<file path="src/rtl/twin_integ_pkg.sv">
package twin_integ_pkg;

  typedef enum logic [3:0] {
    ST_IDLE    = 4'd0,
    ST_MRZ_R   = 4'd1,
    ST_PREP_R  = 4'd2,
    ST_RISE_HI = 4'd3,
    ST_RISE_LO = 4'd4,
    ST_FALL_HI = 4'd5,
    ST_FALL_LO = 4'd6,
    ST_PREP_F  = 4'd7,
    ST_MRZ_F   = 4'd8
  } seq_state_e;

  localparam logic SIDE_A = 1'b0;
  localparam logic SIDE_B = 1'b1;

endpackage

</file>
<file path="src/rtl/twin_integ_sync.sv">
module twin_integ_sync #(
  parameter int STAGES = 2
) (
  input  logic clk,
  input  logic rst_n,
  input  logic async_in,
  output logic sync_out,
  output logic sync_prev,
  output logic armed
);

  localparam int WARM = STAGES + 1;
  localparam int WW   = $clog2(WARM + 1);

  logic [STAGES-1:0] chain_q;
  logic [WW-1:0]     warm_q;

  generate
    for (genvar g = 0; g < STAGES; g++) begin : g_stage
      if (g == 0) begin : g_first
        always_ff @(posedge clk) begin
          if (!rst_n) chain_q[g] <= 1'b0;
          else        chain_q[g] <= async_in;
        end
      end else begin : g_next
        always_ff @(posedge clk) begin
          if (!rst_n) chain_q[g] <= 1'b0;
          else        chain_q[g] <= chain_q[g-1];
        end
      end
    end
  endgenerate

  always_ff @(posedge clk) begin
    if (!rst_n) begin
      sync_prev <= 1'b0;
      warm_q    <= '0;
    end else begin
      sync_prev <= chain_q[STAGES-1];
      if (warm_q != WW'(WARM)) warm_q <= warm_q + 1'b1;
    end
  end

  assign sync_out = chain_q[STAGES-1];
  assign armed    = (warm_q == WW'(WARM));

endmodule

</file>
<file path="src/rtl/twin_integ_fsm.sv">
module twin_integ_fsm
  import twin_integ_pkg::*;
(
  input  logic       clk,
  input  logic       rst_n,
  input  logic       conv_s,
  input  logic       conv_prev,
  input  logic       armed,
  input  logic       busy,
  output seq_state_e state,
  output logic       cur_side,
  output logic       meas_side,
  output logic       mrz_start,
  output logic       data_valid,
  output logic       in_prep,
  output logic       prep_exit
);

  seq_state_e state_q, state_d;
  logic busy_seen_q;
  logic in_mrz, mrz_done, mrz_enter, mrz_leave;

  assign in_mrz   = (state_q == ST_MRZ_R) || (state_q == ST_MRZ_F);
  assign mrz_done = busy_seen_q && !busy;

  always_comb begin
    state_d = state_q;
    unique case (state_q)
      ST_IDLE:    if (armed && (conv_s != conv_prev))
                    state_d = conv_s ? ST_RISE_HI : ST_FALL_LO;
      ST_RISE_HI: if (!conv_s)  state_d = ST_RISE_LO;
      ST_RISE_LO: if (conv_s)   state_d = ST_MRZ_R;
      ST_MRZ_R:   if (mrz_done) state_d = ST_PREP_R;
      ST_PREP_R:  if (conv_s)   state_d = ST_RISE_HI;
      ST_FALL_LO: if (conv_s)   state_d = ST_FALL_HI;
      ST_FALL_HI: if (!conv_s)  state_d = ST_MRZ_F;
      ST_MRZ_F:   if (mrz_done) state_d = ST_PREP_F;
      ST_PREP_F:  if (!conv_s)  state_d = ST_FALL_LO;
      default:    state_d = ST_IDLE;
    endcase
  end

  assign mrz_enter = ((state_d == ST_MRZ_R) || (state_d == ST_MRZ_F)) && !in_mrz;
  assign mrz_leave = in_mrz && (state_d != state_q);

  always_ff @(posedge clk) begin
    if (!rst_n) begin
      state_q     <= ST_IDLE;
      cur_side    <= SIDE_A;
      meas_side   <= SIDE_A;
      busy_seen_q <= 1'b0;
      mrz_start   <= 1'b0;
      data_valid  <= 1'b0;
    end else begin
      state_q    <= state_d;
      mrz_start  <= mrz_enter;
      data_valid <= mrz_leave;
      if ((state_q == ST_IDLE) && (state_d != ST_IDLE)) begin
        cur_side <= conv_s ? SIDE_A : SIDE_B;
      end else if (mrz_enter) begin
        meas_side <= cur_side;
        cur_side  <= ~cur_side;
      end
      if (mrz_enter)             busy_seen_q <= 1'b0;
      else if (in_mrz && busy)   busy_seen_q <= 1'b1;
    end
  end

  assign state     = state_q;
  assign in_prep   = (state_q == ST_PREP_R) || (state_q == ST_PREP_F);
  assign prep_exit = in_prep && (state_d != state_q);

endmodule

</file>
<file path="src/rtl/twin_integ_prepmon.sv">
module twin_integ_prepmon #(
  parameter int W = 16
) (
  input  logic         clk,
  input  logic         rst_n,
  input  logic         in_prep,
  input  logic         prep_exit,
  input  logic [W-1:0] min_prep,
  input  logic         clr,
  output logic         viol
);

  logic [W-1:0] cnt_q;
  logic [W:0]   stay;
  logic         short_stay;

  assign stay       = {1'b0, cnt_q} + (W+1)'(1);
  assign short_stay = prep_exit && (stay < {1'b0, min_prep});

  always_ff @(posedge clk) begin
    if (!rst_n) begin
      cnt_q <= '0;
      viol  <= 1'b0;
    end else begin
      if (!in_prep)        cnt_q <= '0;
      else if (~&cnt_q)    cnt_q <= cnt_q + 1'b1;
      if (short_stay)      viol <= 1'b1;
      else if (clr)        viol <= 1'b0;
    end
  end

endmodule

</file>
<file path="src/rtl/twin_integ_seq.sv">
module twin_integ_seq
  import twin_integ_pkg::*;
#(
  parameter int SYNC_STAGES = 2,
  parameter int PREP_W      = 16
) (
  input  logic              clk,
  input  logic              rst_n,
  input  logic              conv,
  input  logic              mrz_busy,
  input  logic [PREP_W-1:0] min_prep,
  input  logic              viol_clr,
  output logic [3:0]        seq_state,
  output logic              int_active,
  output logic              int_side,
  output logic              mrz_start,
  output logic              data_valid,
  output logic              data_side,
  output logic              prep_violation
);

  logic       conv_s, conv_prev, armed;
  seq_state_e st;
  logic       in_prep, prep_exit;

  twin_integ_sync #(.STAGES(SYNC_STAGES)) u_sync (
    .clk       (clk),
    .rst_n     (rst_n),
    .async_in  (conv),
    .sync_out  (conv_s),
    .sync_prev (conv_prev),
    .armed     (armed)
  );

  twin_integ_fsm u_fsm (
    .clk        (clk),
    .rst_n      (rst_n),
    .conv_s     (conv_s),
    .conv_prev  (conv_prev),
    .armed      (armed),
    .busy       (mrz_busy),
    .state      (st),
    .cur_side   (int_side),
    .meas_side  (data_side),
    .mrz_start  (mrz_start),
    .data_valid (data_valid),
    .in_prep    (in_prep),
    .prep_exit  (prep_exit)
  );

  twin_integ_prepmon #(.W(PREP_W)) u_prep (
    .clk       (clk),
    .rst_n     (rst_n),
    .in_prep   (in_prep),
    .prep_exit (prep_exit),
    .min_prep  (min_prep),
    .clr       (viol_clr),
    .viol      (prep_violation)
  );

  assign seq_state  = st;
  assign int_active = (st == ST_RISE_HI) || (st == ST_RISE_LO) ||
                      (st == ST_FALL_HI) || (st == ST_FALL_LO);

endmodule

</file>
<file path="config.mk">
export PLATFORM = sky130hd
export DESIGN_NAME = twin_integ_seq
export DESIGN_NICKNAME = d
export VERILOG_FILES = /design/src/rtl/twin_integ_pkg.sv /design/src/rtl/twin_integ_sync.sv /design/src/rtl/twin_integ_fsm.sv /design/src/rtl/twin_integ_prepmon.sv /design/src/rtl/twin_integ_seq.sv
export SDC_FILE = /design/constraint.sdc
export NUM_CORES = 1
export LEC_CHECK = 0
export BUFFER_PORTS_ARGS = -buffer_cell sky130_fd_sc_hd__buf_2
export CELL_PAD_IN_SITES_DETAIL_PLACEMENT = 0
export CELL_PAD_IN_SITES_GLOBAL_PLACEMENT = 1
export CORE_MARGIN = 1
export CORE_UTILIZATION = 33
export DETAILED_ROUTE_END_ITERATION = 8
export GPL_TIMING_DRIVEN = 0
export PLACE_DENSITY_LB_ADDON = 0.1
export SLEW_MARGIN = 30
export SYNTH_ARGS = -nofsm -noshare
export SYNTH_HDL_FRONTEND = slang
export SYNTH_SLANG_ARGS = --single-unit
</file>
<file path="constraint.sdc">
create_clock -name clk -period 2.4 [get_ports clk]
set_input_delay 0.48 -clock clk [delete_from_list [all_inputs] [get_ports clk]]
set_output_delay 0.48 -clock clk [all_outputs]
set_load 0.02 [all_outputs]
</file>
==> summary.md, run 1 <==
| Metric | Value |
|---|---|
| Slowest cell on the critical path | `dfxtp_2` |
| Period utilisation layout | `99.4%` |
| Area share of the largest cell type after synthesis | `30.5%` |
| Min-delay worst type | `input pin to flip-flop` |
| Power Dens Cells | `411 mW/mm2` |
| Clock Latency Late Sink | `0.28 ns` |
| Vias | `1873` |
| # diodes | `0` |
| Fmax | `419 MHz` |
| Core Util, Final | `47.1%` |
| Net Sw Frac | `25.0%` |
| Setup TNS | `0 ns` |
| WL final | `5.04 mm` |
| Hold path depth | `2` |
| Register area share after synthesis | `30.5%` |
| CTS Buffer Depth | `2` |
| Full die area | `0.00648 mm2` |
| Yosys warning total | `0` |
| Post-route ant nets | `0` |
| Status | `completed` |
| Antenna violations before repair | `0` |
| GPL Wtd Cong | `0.751` |
| TritonCTS Buffers | `5` |
| 1st-iter DRT viols | `70` |
| Final #Nets | `347` |
| Port-buffer cells | `29` |
| Wire length per cell | `13.1 um` |
| Leakage power | `1.28 nW` |
| Die height | `80.5 um` |
| Vias in the first global route | `1926` |
| Clock root cell | `clkbuf_8` |
| Arr. time, crit path | `2.59 ns` |
| CP required | `2.61 ns` |
| Sequential power share | `47.7%` |
| Site Rows | `28` |
| Crit Path Class | `flip-flop to flip-flop` |
| Most Frequent Cell on Critical Path | `and3_4` |
| Synth Flop Type | `dfxtp_1` |
| Post-route setup slack | `0.0149 ns` |
| Cell Area, Synth | `0.00203 mm2` |
| Max FFs per register | `16` |
| Dpl hpwl | `3.49 mm` |
| Pre-Repair DR Iteration Count | `4` |
| Vias per cell | `4.86` |
| Tot GR Track Use | `17.9%` |
| Peak supply drop | `333 uV` |
| H-Tree Depth | `2` |
| Number of fill cells | `621` |
| Internal Pwr Total | `0.860 mW` |
| Cell taking the most area after synthesis | `dfxtp_1` |
| Slew @ Worst Pin | `0.555 ns` |
| Total chip power | `1.15 mW` |
| Pin count of the biggest net entering global routing | `11` |
| Non-filler cells, final | `385` |
| Place WS | `-0.398 ns` |
| Setup violations, final | `0` |
| Placed instance count | `352` |
| Final worst path period need | `2.39 ns` |
| Syn nets | `286` |
| Synth-to-Final Area Change | `37.3%` |
| Fin. max-slew vios | `0` |
| Global route overflow | `0` |
| RSZ-0062 raised after global routing | `true` |
| Layout cells sized above 1 | `34.2%` |
| Num Clock Sinks | `31` |
| P_sw | `0.286 mW` |
| Mean Syn Cell Area | `8.19 um2` |
| Count leader, synth | `dfxtp_1` |
| Number of flops mapped to enable cells by yosys | `0` |
| Biggest register | `u_prep.cnt_q` |
| Max Cap Viol | `0` |
| Register bit total from synthesis | `31` |
| Critical path peak fanout | `3` |
| Post-synthesis async set-or-reset flop share | `0%` |
| First-pass GRT wire length | `8.89 mm` |
| Post-Syn Instances | `248` |
| Max_slew headroom | `63.0%` |
| Ports | `31` |
| Core Box Area | `0.00592 mm2` |
| Comb pwr share | `12.4%` |
| Clk slew on worst S/H paths | `0.06 ns` |
| CTS tree | `done` |
| DRC viols | `0` |
| Critical path's largest stage delay | `0.33 ns` |
| Cell Chain, Critical Path | `and3_4 > and3_4 > and3_4 > and4_4 > xnor2_2 > inv_1 > ha_4 > o21a_1 > o21ai_2 > a211o_1 > o2111ai_2 > o21ai_1` |
| Skew final | `0.00950 ns` |
| Area contributors post-synth | `dfxtp_1, ha_1, inv_1` |
| Reg2Reg Depth | `12` |
| Die W | `80.5 um` |
| Yosys cell types | `46` |
| Clock power share | `39.9%` |
| Hold Fails Final Rpt | `0` |
| CP Capture Type | `flip-flop` |
| Top post-synthesis cells by count | `dfxtp_1, inv_1, nor2_1` |
| Startpoint types | `flip-flop` |
| Starting Density | `34.3%` |
per-stage QoR:
step	hold slack [ns]	instance area, um2
detailed placement	0.421	2270
floorplan	0.412	2030
finish	0.403	2790
CTS	0.393	2740
global placement	0.415	2270
global route	0.391	2790
cell usage in the layout, fill, tap and decap left out, types with 4 or more instances in the layout:
| cell | n |
|---|---|
| nor2b_1 | 11 |
| a21oi_1 | 13 |
| clkbuf_8 | 8 |
| ha_1 | 12 |
| xor2_1 | 6 |
| nand4_1 | 4 |
| and2_1 | 6 |
| nor2_1 | 17 |
| o21a_1 | 5 |
| dfxtp_1 | 25 |
| nand2_1 | 13 |
| xnor2_1 | 10 |
| nand3_1 | 8 |
| buf_4 | 25 |
| dfxtp_2 | 5 |
| nor3_1 | 5 |
| clkbuf_1 | 4 |
| ha_4 | 5 |
| buf_2 | 32 |
| and3_4 | 4 |
| inv_1 | 29 |
kinds of logic after synthesis:
kind of cell             after synthesis  share of synthesized area, %
AND/OR/NAND/NOR                       91                          24.6
AO/OA/AOI/OAI                         47                          16.3
buffers and inverters                 39                          7.94
flip-flops                            31                          30.5
XOR/XNOR                              20                          8.62
adder cells (fa/ha/maj)               17                          10.5
multiplexers                           3                          1.48
critical path, delay by kind of cell (launching register included):
| family | cells | cell delay, ns |
|---|---|---|
| buf+inv | 1 | 0.10 |
| flops | 1 | 0.33 |
| compound gates | 5 | 0.75 |
| fa+ha+maj | 1 | 0.21 |
| simple gates | 4 | 0.82 |
| xor+xnor | 1 | 0.11 |
final cells by class:
type | instances | area, um2 | share of cell area [%]
multi-input combinational | 178 | 1450 | 52.1
sequential | 31 | 631 | 22.6
timing repair buffer | 54 | 337 | 12.1
inverter | 29 | 109 | 3.90
clock buffer | 7 | 96.3 | 3.45
tap | 75 | 93.8 | 3.36
buffer | 10 | 62.6 | 2.24
clock inverter | 1 | 7.51 | 0.269
final timing paths:
| path | start | endpoint | slack (ns) |
|---|---|---|---|
| setup / recovery | u_prep.cnt_q[4] | u_prep.viol | 0.01 |
| hold / removal | conv | u_sync.chain_q[0] | 0.40 |
| setup reg to reg | u_prep.cnt_q[4] | u_prep.viol | 0.01 |
| hold reg to reg | u_sync.chain_q[0] | u_sync.sync_out | 0.43 |
power groups by stage:
stage | sequential [mW] | clock, mW | combinational (mW)
after floorplan | 0.563 | 0 | 0.0836
after global placement | 0.559 | 0 | 0.129
after detailed placement | 0.559 | 0 | 0.131
after CTS | 0.546 | 0.473 | 0.140
after global routing | 0.550 | 0.500 | 0.164
final | 0.547 | 0.458 | 0.142
per-layer routing:
metal  GRT usage [%]  vias to the layer above  part of all wire [%]
met4            4.29                        0                  0.79
met3            3.52                        5                   2.9
met1            23.6                      878                    50
met5               0                        -                     0
li1                -                      967                     -
met2            29.6                       23                    46
what timing repair did:
item	CTS	global route
setup buffers	25	1
endpoints found under the hold margin	0	0
setup endpoints to repair	1	4
hold buffers	0	0
gates resized for setup	41	8
pin swaps	17	7
No activity file was read; power rests on OpenSTA's default activity.
==> run 2, diff against run 1 <==
Settings changed: ABC_AREA set to 1.
==> summary.md, run 2 <==
| Metric | Value |
|---|---|
| Max_slew headroom | `67.1% (+4.1 points)` |
| CTS tree | `done` |
| Total chip power | `1.20 mW (+4.8%)` |
| Vias in the first global route | `1780 (-7.6%)` |
| Max FFs per register | `16 (unchanged)` |
| Fmax | `401 MHz (-4.4%)` |
| Clock root cell | `clkbuf_8` |
| Slowest cell on the critical path | `dfxtp_4` |
| Mean Syn Cell Area | `6.64 um2 (-19%)` |
| # hold bufs at CTS | `0 (unchanged)` |
| Dpl hpwl | `3.76 mm (+7.6%)` |
| Full die area | `0.00678 mm2 (+4.7%)` |
| CP Capture Type | `flip-flop` |
| Biggest register | `u_prep.cnt_q` |
| Vias | `2009 (+7.3%)` |
| Post-route setup slack | `-0.0951 ns (-0.110 ns)` |
| Max Cap Viol | `0 (unchanged)` |
| Yosys warning total | `0 (unchanged)` |
| Clock Latency Late Sink | `0.29 ns (about the same)` |
| Post-synthesis async set-or-reset flop share | `0% (unchanged)` |
| Number of fill cells | `663 (+6.8%)` |
| Critical path's largest stage delay | `0.39 ns (+0.06 ns)` |
| Top delay family on crit path | `simple AND/OR/NAND/NOR gates` |
| Startpoint types | `flip-flop` |
| Area contributors post-synth | `dfxtp_1, nand2_1, inv_1` |
| Period utilisation layout | `104% (+4.6 points)` |
| Post-Syn Instances | `321 (+29%)` |
| Yosys cell types | `29 (-37%)` |
| Layout cells sized above 1 | `29.4% (-4.8 points)` |
| Critical hold path startpoint | `conv` |
| Die W | `82.4 um (+2.3%)` |
| Ports | `31 (unchanged)` |
| Cell Area, Synth | `0.00213 mm2 (+4.9%)` |
| Synth Flop Type | `dfxtp_1` |
| H-Tree Depth | `2 (unchanged)` |
| Area share of the largest cell type after synthesis | `29.1% (-1.4 points)` |
| Final worst path period need | `2.50 ns (+0.110 ns)` |
| Commonest non-fill, non-tap cells in the layout | `nand2_1, inv_1, nor2_1` |
| Pre-Repair DR Iteration Count | `4 (unchanged)` |
| Hold Fails Final Rpt | `0 (unchanged)` |
| Clk slew on worst S/H paths | `0.07 ns (about the same)` |
| Num Clock Sinks | `31 (unchanged)` |
| CTS Buffer Depth | `2 (unchanged)` |
| Core Box Area | `0.00606 mm2 (+2.4%)` |
| Vias per cell | `4.55 (-6.6%)` |
| Register bit total from synthesis | `31 (unchanged)` |
| First-pass GRT wire length | `8.08 mm (-9.1%)` |
| Skew final | `0.00559 ns (-0.00391 ns)` |
| 1st-iter DRT viols | `49 (-30%)` |
| Top post-synthesis cells by count | `nand2_1, inv_1, nor2_1` |
| DRC viols | `0 (unchanged)` |
| Peak supply drop | `301 uV (-9.7%)` |
| Pin count of the biggest net entering global routing | `11 (unchanged)` |
| GPL Wtd Cong | `0.783 (+4.2%)` |
| WL final | `4.93 mm (-2.3%)` |
| Min-delay worst type | `input pin to flip-flop` |
| Critical path peak fanout | `5 (+2)` |
| Global route overflow | `0 (unchanged)` |
| Power Dens Cells | `445 mW/mm2 (+8.3%)` |
| Arr. time, crit path | `2.71 ns (+0.12 ns)` |
| Slew @ Worst Pin | `0.493 ns (-0.0621 ns)` |
| Port-buffer cells | `30 (+3.4%)` |
| Tot GR Track Use | `16.1% (-1.8 points)` |
| CP startpoint | `u_prep.cnt_q[0]` |
| Leakage power | `1.49 nW (+16%)` |
| Count leader, synth | `nand2_1` |
| Number of flops mapped to enable cells by yosys | `0 (unchanged)` |
| Cell Chain, Critical Path | `ha_4 > nand2_4 > nor2_4 > nand2_4 > inv_2 > nand3_2 > nor3_2 > xor2_1 > ha_1 > a21oi_2 > o211ai_1 > nor2_1 > nand2_1 > nor2_1 > nand3_1 > a21oi_2` |
| Worst path buffer plus inverter count | `1 (unchanged)` |
| Status | `complete, but fails checks` |
| Commonest non-fill, non-tap cell in the layout | `nand2_1` |
| Die height | `82.4 um (+2.3%)` |
| Crit Path Class | `flip-flop to flip-flop` |
| Starting Density | `35.2% (+0.84 points)` |
| Site Rows | `28 (unchanged)` |
| # diodes | `0 (unchanged)` |
| Fin. max-slew vios | `0 (unchanged)` |
| Synth-to-Final Area Change | `26.7%` |
| Setup violations, final | `1 (+1)` |
| Antenna violations before repair | `0 (unchanged)` |
| Wire length per cell | `11.1 um (-15%)` |
| Syn nets | `359 (+26%)` |
| Final #Nets | `404 (+16%)` |
| RSZ-0062 raised after global routing | `true` |
| Post-route ant nets | `0 (unchanged)` |
| Failing checks | `negative setup slack` |
| Register area share after synthesis | `29.1% (-1.4 points)` |
| Cell taking the most area after synthesis | `dfxtp_1` |
| TritonCTS Buffers | `5 (unchanged)` |
| Place WS | `-0.335 ns (+0.0632 ns)` |
| Worst r2r src | `u_prep.cnt_q[0]` |
| CP required | `2.62 ns (about the same)` |
-- run 2: cell count changes in the layout (fill, tap and decap cells not counted), moves of 7 or more --
| cell | change |
|---|---|
| nor2_1 | +19 |
| nor2b_1 | -11 |
| nand3_1 | +8 |
| nor2_2 | +7 |
| inv_2 | +11 |
| nand2_1 | +48 |
| xnor2_1 | -8 |
| inv_1 | +25 |
| buf_4 | -17 |
-- run 2: kinds of logic after synthesis --
| group | synth area share (%) |
|---|---|
| AOI/OAI and AO/OA | 9.10 |
| xor gates and xnor gates | 5.34 |
| DFF | 29.1 |
| adders and majority gates | 9.98 |
| buffers and inverters | 12.8 |
| and+or+nand+nor | 33.6 |
-- run 2: final timing paths --
| kind | depth (start not counted) | to | slack [ns] |
|---|---|---|---|
| setup / recovery | 16 | u_prep.viol | -0.1 |
| hold / removal | 3 | u_sync.chain_q[0] | 0.37 |
| setup reg to reg | 16 | u_prep.viol | -0.1 |
| hold reg to reg | 2 | u_sync.sync_out | 0.41 |
-- run 2: timing repair --
item,4_1_cts,5_1_grt
buffers inserted,3,5
pin swaps,3,22
setup endpoints to repair,1,1
gates resized for setup,10,30
-- run 2: per-layer routing --
metal  vias up  global-route usage (%)  wire length, um
met4         0                    6.32               76
met1       891                    22.0             2590
li1       1084                       -                -
met5         -                       0                0
met2        29                    25.2             2100
met3         5                    2.64              161
-- run 2: layout make-up --
| type | count | area [um2] | share of cell area [%] |
|---|---|---|---|
| clock buffer | 6 | 82.6 | 3.06 |
| inverter | 66 | 248 | 9.18 |
| buffer | 4 | 25.0 | 0.927 |
| sequential | 31 | 634 | 23.5 |
| multi-input combinational | 220 | 1370 | 50.8 |
| timing repair buffer | 38 | 210 | 7.79 |
| tap | 75 | 93.8 | 3.48 |
| clock inverter | 2 | 35.0 | 1.30 |
-- run 2: where the power goes --
group	switching, mW	leakage (nW)	internal, mW
clock	0.209	0.0612	0.336
combinational	0.0707	1.17	0.0483
sequential	0.00976	0.254	0.526
-- run 2: tightest hold or removal path: stages --
cell and delay (ns):
buf_2 0.07, nand2_1 0.04, inv_1 0.04
-- run 2: per-stage QoR --
| stage | setup TNS (ns) | std cells | hold slack, ns | utilization, % | instance area (um2) |
|---|---|---|---|---|---|
| floorplan | 0 | 321 | 0.390 | - | 2130 |
| global placement | -0.338 | 426 | 0.395 | 39.2 | 2370 |
| detailed placement | -0.335 | 426 | 0.402 | 39.2 | 2370 |
| CTS | -0.237 | 437 | 0.360 | 42.0 | 2540 |
| global route | -0.352 | 442 | 0.373 | 44.5 | 2700 |
| finish | -0.0951 | 442 | 0.372 | 44.5 | 2700 |
==> run 3, diff against run 2 <==
Settings changed: PLACE_DENSITY set to 0.73, PLACE_DENSITY_LB_ADDON 0.1 to not set.
Clock period 2.4 ns to 3 ns, I/O delays scaled along.
==> summary.md, run 3 (same netlist as run 2, synthesis figures left out) <==
| Metric | Value |
|---|---|
| Leakage power | `1.43 nW (-4.2%)` |
| CTS Buffer Depth | `2 (unchanged)` |
| Internal Pwr Total | `0.793 mW (-13%)` |
| Pin count of the biggest net entering global routing | `12 (+1)` |
| Biggest register | `u_prep.cnt_q` |
| DRC viols | `0 (unchanged)` |
| Period utilisation layout | `90.8% (-13 points)` |
| Core Box Area | `0.00606 mm2 (unchanged)` |
| Placement Cell Area | `0.00237 mm2 (unchanged)` |
| # hold bufs at CTS | `0 (unchanged)` |
| Post-route setup slack | `0.276 ns (+0.371 ns)` |
| Worst r2r src | `u_prep.cnt_q[1]` |
| Sequential power share | `42.2% (-2.5 points)` |
| Final hold slack | `0.414 ns (+0.0420 ns)` |
| Arr. time, crit path | `2.94 ns (+0.23 ns)` |
| Port-buffer cells | `30 (unchanged)` |
| Net Sw Frac | `22.4% (-1.7 points)` |
| CP startpoint | `u_prep.cnt_q[1]` |
| Status | `completed` |
| Commonest non-fill, non-tap cells in the layout | `nand2_1, inv_1, nor2_1` |
| 1st-iter DRT viols | `63 (+29%)` |
| Clk slew on worst S/H paths | `0.07 ns (about the same)` |
| Wire length per cell | `10.9 um (-2.2%)` |
| P_sw | `0.229 mW (-21%)` |
| Pre-Repair DR Iteration Count | `4 (unchanged)` |
| Layout cells sized above 1 | `20.9% (-8.5 points)` |
| Vias | `1986 (-1.1%)` |
| Num Clock Sinks | `31 (unchanged)` |
| Critical path peak fanout | `3 (-2)` |
| Crit Path Class | `flip-flop to flip-flop` |
| # diodes | `0 (unchanged)` |
| Vias per cell | `4.58 (+0.68%)` |
| WL final | `4.73 mm (-4.0%)` |
| CTS tree | `done` |
| Ports | `31 (unchanged)` |
| Die height | `82.4 um (unchanged)` |
| First-pass GRT wire length | `7.78 mm (-3.7%)` |
| Skew final | `0.00544 ns (-0.000145 ns)` |
| Global route overflow | `0 (unchanged)` |
| Total chip power | `1.02 mW (-15%)` |
| Clock power share | `48.7% (+3.3 points)` |
| Commonest non-fill, non-tap cell in the layout | `nand2_1` |
| Comb pwr share | `9.1% (-0.8 points)` |
| Final #Nets | `396 (-2.0%)` |
| Endpoint of the worst register-to-register path | `u_prep.viol` |
| Fmax | `367 MHz (-8.4%)` |
| Reg2Reg Depth | `16 (unchanged)` |
| CP required | `3.22 ns (+0.60 ns)` |
| Synth-to-Final Area Change | `19.1%` |
| TritonCTS Buffers | `5 (unchanged)` |
| Place WS | `0.276 ns (+0.611 ns)` |
| Final worst path period need | `2.72 ns (+0.229 ns)` |
| RSZ-0062 raised after global routing | `false` |
| Full die area | `0.00678 mm2 (unchanged)` |
| CP Capture Type | `flip-flop` |
| Slew @ Worst Pin | `0.496 ns (+0.00260 ns)` |
| Crit path to | `u_prep.viol` |
| Finished layout cell area | `0.00254 mm2 (-5.9%)` |
| H-Tree Depth | `2 (unchanged)` |
| Hold Fails Final Rpt | `0 (unchanged)` |
| Max_slew headroom | `67.0% (-0.17 points)` |
| Clock root cell | `clkbuf_8` |
| Peak supply drop | `258 uV (-14%)` |
| Max Cap Viol | `0 (unchanged)` |
| Placed instance count | `426 (unchanged)` |
| Vias in the first global route | `1778 (-0.11%)` |
| Min-delay worst type | `flip-flop to flip-flop` |
| Setup violations, final | `0 (-1)` |
| Die W | `82.4 um (unchanged)` |
| Clock Latency Late Sink | `0.28 ns (about the same)` |
| Dpl hpwl | `3.75 mm (-0.35%)` |
| Setup TNS | `0 ns (+0.0951 ns)` |
| Max FFs per register | `16 (unchanged)` |
| GPL Wtd Cong | `0.836 (+6.8%)` |
| Worst R2R Setup Slack | `0.28 ns (+0.37 ns)` |
| Power Dens Cells | `403 mW/mm2 (-9.5%)` |
| Starting Density | `35.2% (unchanged)` |
| Fin. max-slew vios | `0 (unchanged)` |
| Post-route ant nets | `0 (unchanged)` |
| Core Util, Final | `41.9% (-2.6 points)` |
| Startpoint types | `flip-flop` |
| Antenna violations before repair | `0 (unchanged)` |
| Tot GR Track Use | `15.3% (-0.85 points)` |
| Non-filler cells, final | `434 (-1.8%)` |
| Site Rows | `28 (unchanged)` |
-- run 3: cell type report --
cell class / instances / area (um2)
Multi-Input combinational cell: 220 / 1260
Sequential cell: 31 / 622
Timing Repair Buffer: 30 / 150
Buffer: 4 / 25.0
Tap cell: 75 / 93.8
Fill cell: 674 / 3520
Clock buffer: 5 / 68.8
Clock inverter: 3 / 67.6
Inverter: 66 / 248
-- run 3: worst min path at each step --
stage / start / slack, ns / end / depth (start not counted)
after detailed placement: u_sync.chain_q[0] / 0.40 / u_sync.sync_out / 2
after CTS: u_sync.chain_q[0] / 0.42 / u_sync.sync_out / 2
after global routing: u_sync.chain_q[0] / 0.45 / u_sync.sync_out / 2
final: u_sync.chain_q[0] / 0.41 / u_sync.sync_out / 2
after global placement: u_sync.chain_q[0] / 0.40 / u_sync.sync_out / 2
after floorplan: u_sync.chain_q[0] / 0.39 / u_sync.sync_out / 2
-- run 3: per-layer routing --
layer / GRT usage [%] / wire length [um]
met3: 3.74 / 228
met4: 3.16 / 15
met1: 20.6 / 2430
met5: 0 / 0
met2: 24.5 / 2060
-- run 3: power groups by stage --
stage	clock network, mW	registers (mW)	logic [mW]
2_1_floorplan	0	0.442	0.0601
3_3_place_gp	0	0.441	0.0905
3_5_place_dp	0	0.441	0.0923
4_1_cts	0.510	0.431	0.0936
5_1_grt	0.531	0.434	0.109
6_report	0.498	0.431	0.0925
-- run 3: what timing repair did --
| action | in CTS | in global routing |
|---|---|---|
| setup buffers | 0 | 0 |
| setup endpoints to repair | 0 | 1 |
| resized for setup | 0 | 6 |
-- run 3: critical path: stages (launching register included) --
cell	delay, ns
dfxtp_1	0.37
ha_1	0.20
nand2_1	0.07
nor2_2	0.16
nand2_2	0.12
inv_1	0.09
nand3_1	0.10
nor3_1	0.20
xor2_1	0.26
ha_1	0.29
a21oi_1	0.14
o211ai_1	0.09
nor2_1	0.13
nand2_1	0.09
nor2_1	0.12
nand3_1	0.10
a21oi_1	0.12
